**config.mk**
```make
export PLATFORM = sky130hd
export DESIGN_NAME = pwr_path_ctrl
export DESIGN_NICKNAME = d
export VERILOG_FILES = /design/src/rtl/pwr_path_pkg.sv /design/src/rtl/ppc_deglitch.sv /design/src/rtl/ppc_datapath.sv /design/src/rtl/ppc_control.sv /design/src/rtl/pwr_path_ctrl.sv
export SDC_FILE = /design/constraint.sdc
export NUM_CORES = 1
export LEC_CHECK = 0
export BUFFER_PORTS_ARGS = -buffer_cell sky130_fd_sc_hd__buf_2
export CAP_MARGIN = 25
export CORE_ASPECT_RATIO = 1.2
export CORE_MARGIN = 2
export CORE_UTILIZATION = 50
export CTS_BUF_LIST = sky130_fd_sc_hd__clkbuf_4
export CTS_CLUSTER_SIZE = 40
export DETAILED_ROUTE_END_ITERATION = 7
export PLACE_DENSITY = 0.69
export SETUP_SLACK_MARGIN = 0.4
export SKIP_LAST_GASP = 1
export SYNTH_ARGS = -nofsm -noshare
export SYNTH_HDL_FRONTEND = slang
export SYNTH_SLANG_ARGS = --single-unit
```
**constraint.sdc**
```tcl
create_clock -name clk -period 6 [get_ports clk]
set_clock_uncertainty 0.2 [all_clocks]
set_input_delay 1.5 -clock clk [delete_from_list [all_inputs] [get_ports clk]]
set_output_delay 1.5 -clock clk [all_outputs]
set_load 0.01 [all_outputs]
```
**src/rtl/pwr_path_pkg.sv**
```systemverilog
`timescale 1ns/1ps
package pwr_path_pkg;

  typedef enum logic [1:0] {
    SRC_NONE = 2'd0,
    SRC_ONE  = 2'd1,
    SRC_TWO  = 2'd2
  } src_e;

  // Mode encoding: the control decodes these exact values.
  localparam logic [1:0] MODE_SUP2 = 2'b00;
  localparam logic [1:0] MODE_AUTO = 2'b01;
  localparam logic [1:0] MODE_SUP1 = 2'b10;
  localparam logic [1:0] MODE_OFF  = 2'b11;

  // Filtered comparator view handed from datapath to control.
  typedef struct packed {
    logic sup2Higher;
    logic sup1Ok;
    logic sup2Ok;
    logic railOk;
  } flags_t;

  // Strobes handed from control to datapath.
  typedef struct packed {
    logic statReq;
  } strobes_t;

endpackage

```
**src/rtl/ppc_deglitch.sv**
```systemverilog
`timescale 1ns/1ps
module ppc_deglitch #(
  parameter int unsigned DG        = 4,
  parameter bit          FILT_RISE = 1'b1,
  parameter bit          FILT_FALL = 1'b1,
  parameter bit          INIT      = 1'b0
) (
  input  logic clk,
  input  logic rstN,
  input  logic raw,
  output logic q
);
  localparam int unsigned CNT_W = (DG < 2) ? 1 : $clog2(DG + 1);
  localparam logic [CNT_W-1:0] CNT_LAST = CNT_W'(DG - 1);

  logic [CNT_W-1:0] cnt;
  logic             filtEdge;

  // Whether the pending change in direction raw is a filtered one.
  assign filtEdge = raw ? FILT_RISE : FILT_FALL;

  always_ff @(posedge clk) begin
    if (!rstN) begin
      q   <= INIT;
      cnt <= '0;
    end else if (raw == q) begin
      cnt <= '0;
    end else if (!filtEdge || cnt == CNT_LAST) begin
      q   <= raw;
      cnt <= '0;
    end else begin
      cnt <= cnt + 1'b1;
    end
  end

  // the filtered output only ever moves to the last raw sample.
  assert_follow_raw_R3: assert property (@(posedge clk) disable iff (!rstN)
    !$stable(q) |-> ($past(raw) == q));

endmodule

```
**src/rtl/ppc_datapath.sv**
```systemverilog
`timescale 1ns/1ps
module ppc_datapath
  import pwr_path_pkg::*;
#(
  parameter int unsigned CMP_DG  = 4,
  parameter int unsigned UV_DG   = 3,
  parameter int unsigned STAT_DG = 5
) (
  input  logic     clk,
  input  logic     rstN,
  input  logic     sup2AboveSup1,
  input  logic     sup1AboveUv,
  input  logic     sup2AboveUv,
  input  logic     railAboveUv,
  input  strobes_t strobes,
  output flags_t   flags,
  output logic     statPullLow
);
  localparam int unsigned NUM_UV = 3;

  logic [NUM_UV-1:0] uvRaw;
  logic [NUM_UV-1:0] uvFilt;

  assign uvRaw = {sup1AboveUv, sup2AboveUv, railAboveUv};

  // Supply comparison: both edges filtered.
  ppc_deglitch #(.DG(CMP_DG), .FILT_RISE(1'b1), .FILT_FALL(1'b1), .INIT(1'b0)) uCmp (
    .clk(clk), .rstN(rstN), .raw(sup2AboveSup1), .q(flags.sup2Higher));

  // Undervoltage flags: only the drop is filtered.
  for (genvar i = 0; i < NUM_UV; i++) begin : gUv
    ppc_deglitch #(.DG(UV_DG), .FILT_RISE(1'b0), .FILT_FALL(1'b1), .INIT(1'b0)) uUv (
      .clk(clk), .rstN(rstN), .raw(uvRaw[i]), .q(uvFilt[i]));
  end

  assign flags.sup1Ok = uvFilt[2];
  assign flags.sup2Ok = uvFilt[1];
  assign flags.railOk = uvFilt[0];

  // Status: pulling low is delayed, release is immediate.
  ppc_deglitch #(.DG(STAT_DG), .FILT_RISE(1'b1), .FILT_FALL(1'b0), .INIT(1'b1)) uStat (
    .clk(clk), .rstN(rstN), .raw(strobes.statReq), .q(statPullLow));

  assert_stat_release_R8: assert property (@(posedge clk) disable iff (!rstN)
    !strobes.statReq |=> !statPullLow);

endmodule

```
**src/rtl/ppc_control.sv**
```systemverilog
`timescale 1ns/1ps
module ppc_control
  import pwr_path_pkg::*;
(
  input  logic       clk,
  input  logic       rstN,
  input  logic [1:0] modeSel,
  input  flags_t     flags,
  input  logic       outOverSup1,
  input  logic       outOverSup2,
  input  logic       overTemp,
  input  logic       sw1GateOff,
  input  logic       sw2GateOff,
  output logic       sw1En,
  output logic       sw2En,
  output logic       slewSlow,
  output strobes_t   strobes
);
  src_e pick;
  src_e want;
  logic en1Q, en2Q, liveQ, slowQ;
  logic en1D, en2D, liveD, slowD;

  // Source requested by the mode pins.
  always_comb begin
    case (modeSel)
      MODE_OFF:  pick = SRC_NONE;
      MODE_SUP1: pick = SRC_ONE;
      MODE_SUP2: pick = SRC_TWO;
      default:   pick = flags.sup2Higher ? SRC_TWO : SRC_ONE;
    endcase
  end

  // Qualify the request with protection flags.
  always_comb begin
    want = pick;
    if (overTemp || !flags.railOk)                 want = SRC_NONE;
    else if (pick == SRC_ONE && !flags.sup1Ok)     want = SRC_NONE;
    else if (pick == SRC_TWO && !flags.sup2Ok)     want = SRC_NONE;
  end

  // Break-before-make sequencing.
  always_comb begin
    en1D  = en1Q;
    en2D  = en2Q;
    liveD = liveQ;
    slowD = slowQ;
    case (want)
      SRC_ONE: begin
        en2D = 1'b0;
        if (!en1Q && !en2Q && sw2GateOff && !outOverSup1) begin
          en1D  = 1'b1;
          slowD = !liveQ;
          liveD = 1'b1;
        end
      end
      SRC_TWO: begin
        en1D = 1'b0;
        if (!en2Q && !en1Q && sw1GateOff && !outOverSup2) begin
          en2D  = 1'b1;
          slowD = !liveQ;
          liveD = 1'b1;
        end
      end
      default: begin
        en1D  = 1'b0;
        en2D  = 1'b0;
        liveD = 1'b0;
      end
    endcase
  end

  always_ff @(posedge clk) begin
    if (!rstN) begin
      en1Q  <= 1'b0;
      en2Q  <= 1'b0;
      liveQ <= 1'b0;
      slowQ <= 1'b1;
    end else begin
      en1Q  <= en1D;
      en2Q  <= en2D;
      liveQ <= liveD;
      slowQ <= slowD;
    end
  end

  assign sw1En           = en1Q;
  assign sw2En           = en2Q;
  assign slewSlow        = slowQ;
  assign strobes.statReq = !en2Q;

  assert_never_both_R6: assert property (@(posedge clk) disable iff (!rstN)
    !(sw1En && sw2En));
  assert_make1_after_break_R6: assert property (@(posedge clk) disable iff (!rstN)
    $rose(sw1En) |-> ($past(sw2GateOff) && !$past(sw2En)));
  assert_make2_after_break_R6: assert property (@(posedge clk) disable iff (!rstN)
    $rose(sw2En) |-> ($past(sw1GateOff) && !$past(sw1En)));
  assert_block1_R7: assert property (@(posedge clk) disable iff (!rstN)
    $rose(sw1En) |-> !$past(outOverSup1));
  assert_block2_R7: assert property (@(posedge clk) disable iff (!rstN)
    $rose(sw2En) |-> !$past(outOverSup2));
  assert_uv_gate_R4: assert property (@(posedge clk) disable iff (!rstN)
    $rose(sw1En) |-> $past(flags.sup1Ok && flags.railOk));
  assert_hot_off_R10: assert property (@(posedge clk) disable iff (!rstN)
    overTemp |=> (!sw1En && !sw2En));

endmodule

```
**src/rtl/pwr_path_ctrl.sv**
```systemverilog
`timescale 1ns/1ps
module pwr_path_ctrl
  import pwr_path_pkg::*;
#(
  parameter int unsigned CMP_DG  = 30000,
  parameter int unsigned UV_DG   = 22000,
  parameter int unsigned STAT_DG = 30000
) (
  input  logic       clk,
  input  logic       rstN,
  input  logic [1:0] modeSel,
  input  logic       sup2AboveSup1,
  input  logic       sup1AboveUv,
  input  logic       sup2AboveUv,
  input  logic       railAboveUv,
  input  logic       outOverSup1,
  input  logic       outOverSup2,
  input  logic       overTemp,
  input  logic       sw1GateOff,
  input  logic       sw2GateOff,
  output logic       sw1En,
  output logic       sw2En,
  output logic       slewSlow,
  output logic       statPullLow
);
  flags_t   flags;
  strobes_t strobes;

  ppc_datapath #(.CMP_DG(CMP_DG), .UV_DG(UV_DG), .STAT_DG(STAT_DG)) uDp (
    .clk(clk), .rstN(rstN),
    .sup2AboveSup1(sup2AboveSup1), .sup1AboveUv(sup1AboveUv),
    .sup2AboveUv(sup2AboveUv), .railAboveUv(railAboveUv),
    .strobes(strobes), .flags(flags), .statPullLow(statPullLow));

  ppc_control uCtl (
    .clk(clk), .rstN(rstN), .modeSel(modeSel), .flags(flags),
    .outOverSup1(outOverSup1), .outOverSup2(outOverSup2), .overTemp(overTemp),
    .sw1GateOff(sw1GateOff), .sw2GateOff(sw2GateOff),
    .sw1En(sw1En), .sw2En(sw2En), .slewSlow(slewSlow), .strobes(strobes));

endmodule

```
==> metrics.cfg, run 1 <==
[sta]
maxSlewViolCount=0
max_freq_mhz=365
rsz0062_at_grt=false
hold_viol_final=0
fin_crit_sh_pct=45.7
final.min_clock_period_ps=2740
setup_viol=0
slew-limit-headroom_pct=57.9
tns_ps=0
tightest_slew_ps=628

[finish]
fill_cells=678
layout_commonest_cell=dfxtp_1
drive_above_1_share_pct=7.85
mostFrequentLayoutCells=dfxtp_1 (84), nor2_1 (71), xor2_1 (36)
nNetsFinal=448
multi_input_area_sq_um=1900
area_growth_pct=7.42
seqCellArea_sq_um=1680
final_area_sq_um=4000

[pwr]
seq_power_share_pct=59.8
pwr-share-comb_pct=2.1
cellPowerDensity_nw_per_um2=235
power.share.switching_pct=21.9
p_leak_nw=1.37
p_int_mw=0.736
ir_worst_vdd_uv=140
clkPwrFrac_pct=38.1
p_sw_mw=0.207

[clocking]
clock_latency_ps=430
cts_tree=yes
cts_buffer_depth=2
cts_resized=0
path_clk_slew_ps=130
cts-root-buf=clkbuf_4
hold_buffers=0
cts_setup_buffers=0
cts_inserted_buffers=9
cts_sinks=84
ctsHtreeMaxLevel=3

[setup_path]
path_cells=buf_2
r2r_cells=5
slowest_stage=dfxtp_1
cp.depth=1
cp_top_family=flip-flops
cpPeakStageDelay_ps=450
start_kind=flip-flop
cp.arrival_ps=1040
worstPathMaxFanout=6
endpoint_kind=output pin
worstSetupPathType=flip-flop to output pin
crit_buf_inv=1
required_ps=4300

[floorplan]
die_area_sq_um=8160
core-area_sq_um=7230
start_util_pct=51.5
die_h_um=98.6
rows=34
ioPinCount=17
die_x_um=82.8

[grt]
grt-ovfl-total=0
grt_pass1_wl_um=11800
grt_max_degree=16
gr-usage-all-layers_pct=17.1
first_global_vias=2734
antenna_found_initial=2

[logic_synthesis]
synth.top_cell.area_share_pct=45.1
syn_area_per_cell_sq_um=9.03
synthArstFlopShare_pct=0
ys_warn_count=0
syn_inst=413
yosysUniqueCellTypes=45
netlist_area_sq_um=3730
synth_edf_count=0
syn_nets=433
ys_seq_area_share_pct=45.1
ys.flop_type=dfxtp_1
synthTopCellsByArea=dfxtp_1 (45%), xor2_1 (8.5%), nor2_1 (7.2%)
synth_top_area_cell=dfxtp_1
synth_seq_cells=84

[min_path]
hold_path_class=flip-flop to flip-flop
hold_path_depth=1

[routing]
drc=0
via_per_inst=5.29
vias=2771
routed_wl_um=6570
drt.antenna.violating_nets=0
wl_per_cell_um=12.5
first_iter_violations=84
drt_pass1_iterations=4

[placement]
io_buffers=16
placed_area_sq_um=3840
dpl.hpwl_um=4530
gp_congestion=0.782

[status]
outcome=completed

[job]
drv_cap=0

## state kept, by name (all words and copies together), names as in the netlist, 3 cells and up
| signal | cells |
|---|---|
| uDp.uStat.cnt | 15 |
| uDp.gUv.uUv.q | 3 |
| uDp.gUv.uUv.cnt | 45 |
| uDp.uCmp.cnt | 15 |
## power groups by stage
stage	clock network, mW	logic, mW	registers [mW]
final	0.359	0.0196	0.564
after global routing	0.389	0.0225	0.565
after CTS	0.368	0.0202	0.564
after detailed placement	0	0.0201	0.576
after global placement	0	0.0193	0.576
after floorplan	0	0.0136	0.576
## per-stage QoR
stage / power, mW / util (%) / hold slack [ps] / instances / setup WS, ps
after floorplan: 0.589 / - / 226 / 413 / 3210
after global placement: 0.595 / 53.1 / 243 / 507 / 3060
after detailed placement: 0.596 / 53.1 / 254 / 507 / 2960
after CTS: 0.952 / 55.3 / 282 / 523 / 3240
after global routing: 0.976 / 55.3 / 298 / 523 / 3200
final: 0.942 / 55.4 / 276 / 524 / 3260
## cells by family after synthesis
kind of cell	after synthesis	share of synthesized area (%)
buffers and inverters	29	3.79
muxes	2	0.537
AOI/OAI and AO/OA	22	3.96
and+or+nand+nor	208	29.9
xor gates and xnor gates	61	14.3
DFF	84	45.1
adders and majority gates	7	2.35
## Yosys cell counts (all sizes together), types with 8 or more instances
| library cell | instances |
|---|---|
| and3 | 10 |
| and4 | 12 |
| dfxtp | 84 |
| inv | 17 |
| nand2 | 18 |
| nand3 | 23 |
| nand4 | 26 |
| nor2 | 71 |
| nor3 | 8 |
| xnor2 | 25 |
| xor2 | 36 |
## routing by layer
| layer | vias to the layer above | wire (um) | GRT usage [%] |
|---|---|---|---|
| li1 | 1468 | - | - |
| met1 | 1256 | 3090 | 21.0 |
| met2 | 33 | 3070 | 28.7 |
| met3 | 12 | 259 | 4.77 |
| met4 | 2 | 130 | 6.56 |
| met5 | - | 11 | 0 |
## final cells by class
| class | count | area share, % |
|---|---|---|
| antenna | 1 | 0.0625 |
| clock buffer | 9 | 1.69 |
| clock inverter | 7 | 2.28 |
| inverter | 17 | 1.59 |
| multi-input combinational | 300 | 47.6 |
| sequential | 84 | 42.0 |
| tap | 90 | 2.81 |
| timing repair buffer | 16 | 2.00 |
## worst paths after layout
check / from / endpoint / slack (ps)
min reg2reg: uCtl.liveQ$_SDFFE_PN0P_ / uCtl.slewSlow$_SDFFE_PN1P_ / 280
min: uCtl.liveQ$_SDFFE_PN0P_ / uCtl.slewSlow$_SDFFE_PN1P_ / 280
max reg2reg: uDp.gUv[1].uUv.cnt[0]$_SDFF_PP0_ / uDp.gUv[1].uUv.cnt[13]$_SDFF_PP0_ / 3870
max: uCtl.sw2En$_SDFFE_PN0P_ / sw2En / 3260
No activity file was read; power rests on OpenSTA's default activity.
==> inputs of run 2 (changes only) <==
--- a/config.mk
+++ b/config.mk
@@ -5,6 +5,7 @@
 export SDC_FILE = /design/constraint.sdc
 export NUM_CORES = 1
 export LEC_CHECK = 0
+export ABC_AREA = 1
 export BUFFER_PORTS_ARGS = -buffer_cell sky130_fd_sc_hd__buf_2
 export CAP_MARGIN = 25
 export CORE_ASPECT_RATIO = 1.2
==> constraint.sdc (replaced) <==
create_clock -name clk -period 2.6 [get_ports clk]
set_clock_uncertainty 0.2 [all_clocks]
set_input_delay 0.65 -clock clk [delete_from_list [all_inputs] [get_ports clk]]
set_output_delay 0.65 -clock clk [all_outputs]
set_load 0.01 [all_outputs]
==> run 2 against run 1 <==
Against the previous run: synthesized cell count grew 49%; highest routed layer is now met4; setup slack lost 2600 ps; flip-flop and latch count is the same; design area grew 15%; cell count grew 45%; die area grew 13%; critical endpoint is now uCtl.slewSlow$_SDFFE_PN1P_; clock-buffer cell count grew 1; area after synthesis grew 13%; power grew to 2.5 times the previous value; core utilization grew 0.96 points; sequential power grew 130%.
==> metrics.cfg, run 2 <==
[status]
outcome=completed

[placement]
placed_area_sq_um=4380  ; +14%
pre_cts_ws_ps=337  ; -2630 ps
gp_congestion=0.889  ; +14%
dpl.hpwl_um=5940  ; +31%
io_buffers=16  ; unchanged

[min_path]
hold_path_class=primary input to flip-flop
hold_start=railAboveUv
hold_path_depth=3  ; +2
whs_endpoint=uDp.gUv[0].uUv.q$_SDFFE_PN0P_

[clocking]
cts_setup_buffers=0  ; unchanged
clock_latency_ps=440  ; about the same
cts_resized=0  ; unchanged
cts_inserted_buffers=9  ; unchanged
hold_buffers=0  ; unchanged
path_clk_slew_ps=130  ; about the same
cts-root-buf=clkbuf_4
cts_tree=yes
cts_buffer_depth=2  ; unchanged
ctsHtreeMaxLevel=3  ; unchanged
cts_sinks=84  ; unchanged

[logic_synthesis]
synthArstFlopShare_pct=0  ; unchanged
yosysUniqueCellTypes=26  ; -42%
synth_top_area_cell=dfxtp_1
ys.flop_type=dfxtp_1
synth_commonest_cells=nand2_1 (148), nor2_1 (126), inv_1 (90)
syn_area_per_cell_sq_um=6.84  ; -24%
synth_edf_count=0  ; unchanged
post-synth-top-count-cell=nand2_1
ys_seq_area_share_pct=39.9  ; -5.2 points
ys_warn_count=0  ; unchanged
synthTopCellsByArea=dfxtp_1 (40%), nand2_1 (13%), nor2_1 (11%)
synth_seq_cells=84  ; unchanged
synth.top_cell.area_share_pct=39.9  ; -5.2 points
syn_inst=617  ; +49%
netlist_area_sq_um=4220  ; +13%
syn_nets=637  ; +47%

[routing]
first_iter_violations=138  ; +64%
routed_wl_um=8040  ; +22%
wl_per_cell_um=10.6  ; -15%
drt.antenna.violating_nets=0  ; unchanged
vias=3654  ; +32%
via_per_inst=4.82  ; -8.8%
drc=0  ; unchanged
drt_pass1_iterations=4  ; unchanged

[setup_path]
r2r-end=uCtl.slewSlow$_SDFFE_PN1P_
worstSetupPathType=flip-flop to flip-flop
r2r_cells=9  ; +4
rr_startpoint=uDp.gUv[0].uUv.q$_SDFFE_PN0P_
worstPathMaxFanout=3  ; -3
reg2reg_slack_ps=670  ; -3200 ps
start_kind=flip-flop
cp.arrival_ps=2060  ; +1020 ps
endpoint_kind=flip-flop
required_ps=2730  ; -1570 ps
critPathLaunch=uDp.gUv[0].uUv.q$_SDFFE_PN0P_

[sta]
final.min_clock_period_ps=1930
rsz0062_at_grt=false
fin_crit_sh_pct=74.3
fin_ws_ps=669  ; -2590 ps
tightest_slew_ps=324  ; -304 ps
slew-limit-headroom_pct=78.4  ; +20 points
maxSlewViolCount=0  ; unchanged
setup_viol=0  ; unchanged
tns_ps=0  ; unchanged
max_freq_mhz=518
hold_viol_final=0  ; unchanged

[finish]
mostFrequentLayoutCells=nand2_1 (148), nor2_1 (126), inv_1 (90)
final_area_sq_um=4590  ; +15%
area_growth_pct=8.87
top_register=uDp.gUv.uUv.cnt
n_antenna_cell=0  ; -1
largest_reg_flops=45  ; unchanged
largestRegisters=uDp.gUv.uUv.cnt: 45 flops, uDp.uCmp.cnt: 15 flops, uDp.uStat.cnt: 15 flops
layout_commonest_cell=nand2_1
drive_above_1_share_pct=8.39  ; +0.53 points
nNetsFinal=659  ; +47%

[floorplan]
start_util_pct=51.7  ; +0.19 points
core-area_sq_um=8150  ; +13%
die_h_um=105  ; +6.1%
rows=36  ; +5.9%
ioPinCount=17  ; unchanged
die_area_sq_um=9190  ; +13%
die_x_um=87.8  ; +6.1%

[grt]
grt_pass1_wl_um=14000  ; +19%
first_global_vias=3399  ; +24%
grt-ovfl-total=0  ; unchanged
antenna_found_initial=0  ; -2
grt_max_degree=16  ; unchanged
gr-usage-all-layers_pct=18.7  ; +1.6 points

[pwr]
power.total_mw=2.40  ; +150%
p_leak_nw=1.63  ; +19%
cellPowerDensity_nw_per_um2=523  ; +120%
ir_worst_vdd_uv=256  ; +83%

[job]
drv_cap=0  ; unchanged

run 2: cell count changes after synthesis, moves of 10 or more:
| cell | delta |
|---|---|
| a21oi_1 | +14 |
| and3_1 | -10 |
| nand3_1 | +17 |
| inv_1 | +73 |
| nor2_1 | +55 |
| and4_1 | -12 |
| xor2_1 | -21 |
| nand2_1 | +130 |
run 2: critical path: stages (launching register included):
cell and delay, ps:
dfxtp_1 400, inv_1 40, or2_2 280, nor3_1 240, inv_1 70, ha_1 210
nand2_1 120, nand3_1 140, nand2_1 80, nand3_1 60
run 2: through the flow:
step | hold WS [ps] | instances | utilization (%)
6_report | 247 | 758 | 56.3
3_3_place_gp | 227 | 742 | 53.7
3_5_place_dp | 245 | 742 | 53.7
2_1_floorplan | 217 | 617 | -
4_1_cts | 225 | 758 | 56.3
5_1_grt | 236 | 758 | 56.3
run 2: worst max-delay path by stage:
stage / slack, ps / depth (start not counted) / endpoint
4_1_cts: 680 / 9 / uCtl.slewSlow$_SDFFE_PN1P_
5_1_grt: 500 / 9 / uCtl.slewSlow$_SDFFE_PN1P_
3_3_place_gp: 390 / 9 / uCtl.slewSlow$_SDFFE_PN1P_
3_5_place_dp: 340 / 9 / uCtl.slewSlow$_SDFFE_PN1P_
2_1_floorplan: 570 / 8 / uCtl.slewSlow$_SDFFE_PN1P_
6_report: 670 / 9 / uCtl.slewSlow$_SDFFE_PN1P_
run 2: layer usage:
metal	vias to the layer above	GRT usage [%]	share of wire (%)
li1	1962	-	-
met1	1632	20.9	45
met2	50	33.5	50
met3	10	4.27	4.0
met4	0	7.14	1.6
met5	-	0	0
run 2: report_power, final:
group / internal (mW) / switching (mW)
registers: 1.29 / 0.00729
logic: 0.0191 / 0.0350
clock network: 0.596 / 0.450
total: 1.91 / 0.492
run 2: kinds of logic after synthesis:
| kind of cell | Yosys count | share of synthesized area, % |
|---|---|---|
| adder cells (fa/ha/maj) | 7 | 2.08 |
| buffers and inverters | 96 | 9.52 |
| AO/OA/AOI/OAI | 29 | 3.68 |
| flip-flops | 84 | 39.9 |
| AND/OR/NAND/NOR | 368 | 38.0 |
| XOR/XNOR | 33 | 6.85 |
run 2: final cells by class:
cell class,instances,area [sq um]
repair buffers,16,80.1
clock inverters,6,136
flip-flops and latches,84,1680
fillers,809,3560
inverters,91,342
clock buffers,10,75.1
multi-input cells,437,2130
well taps,114,143
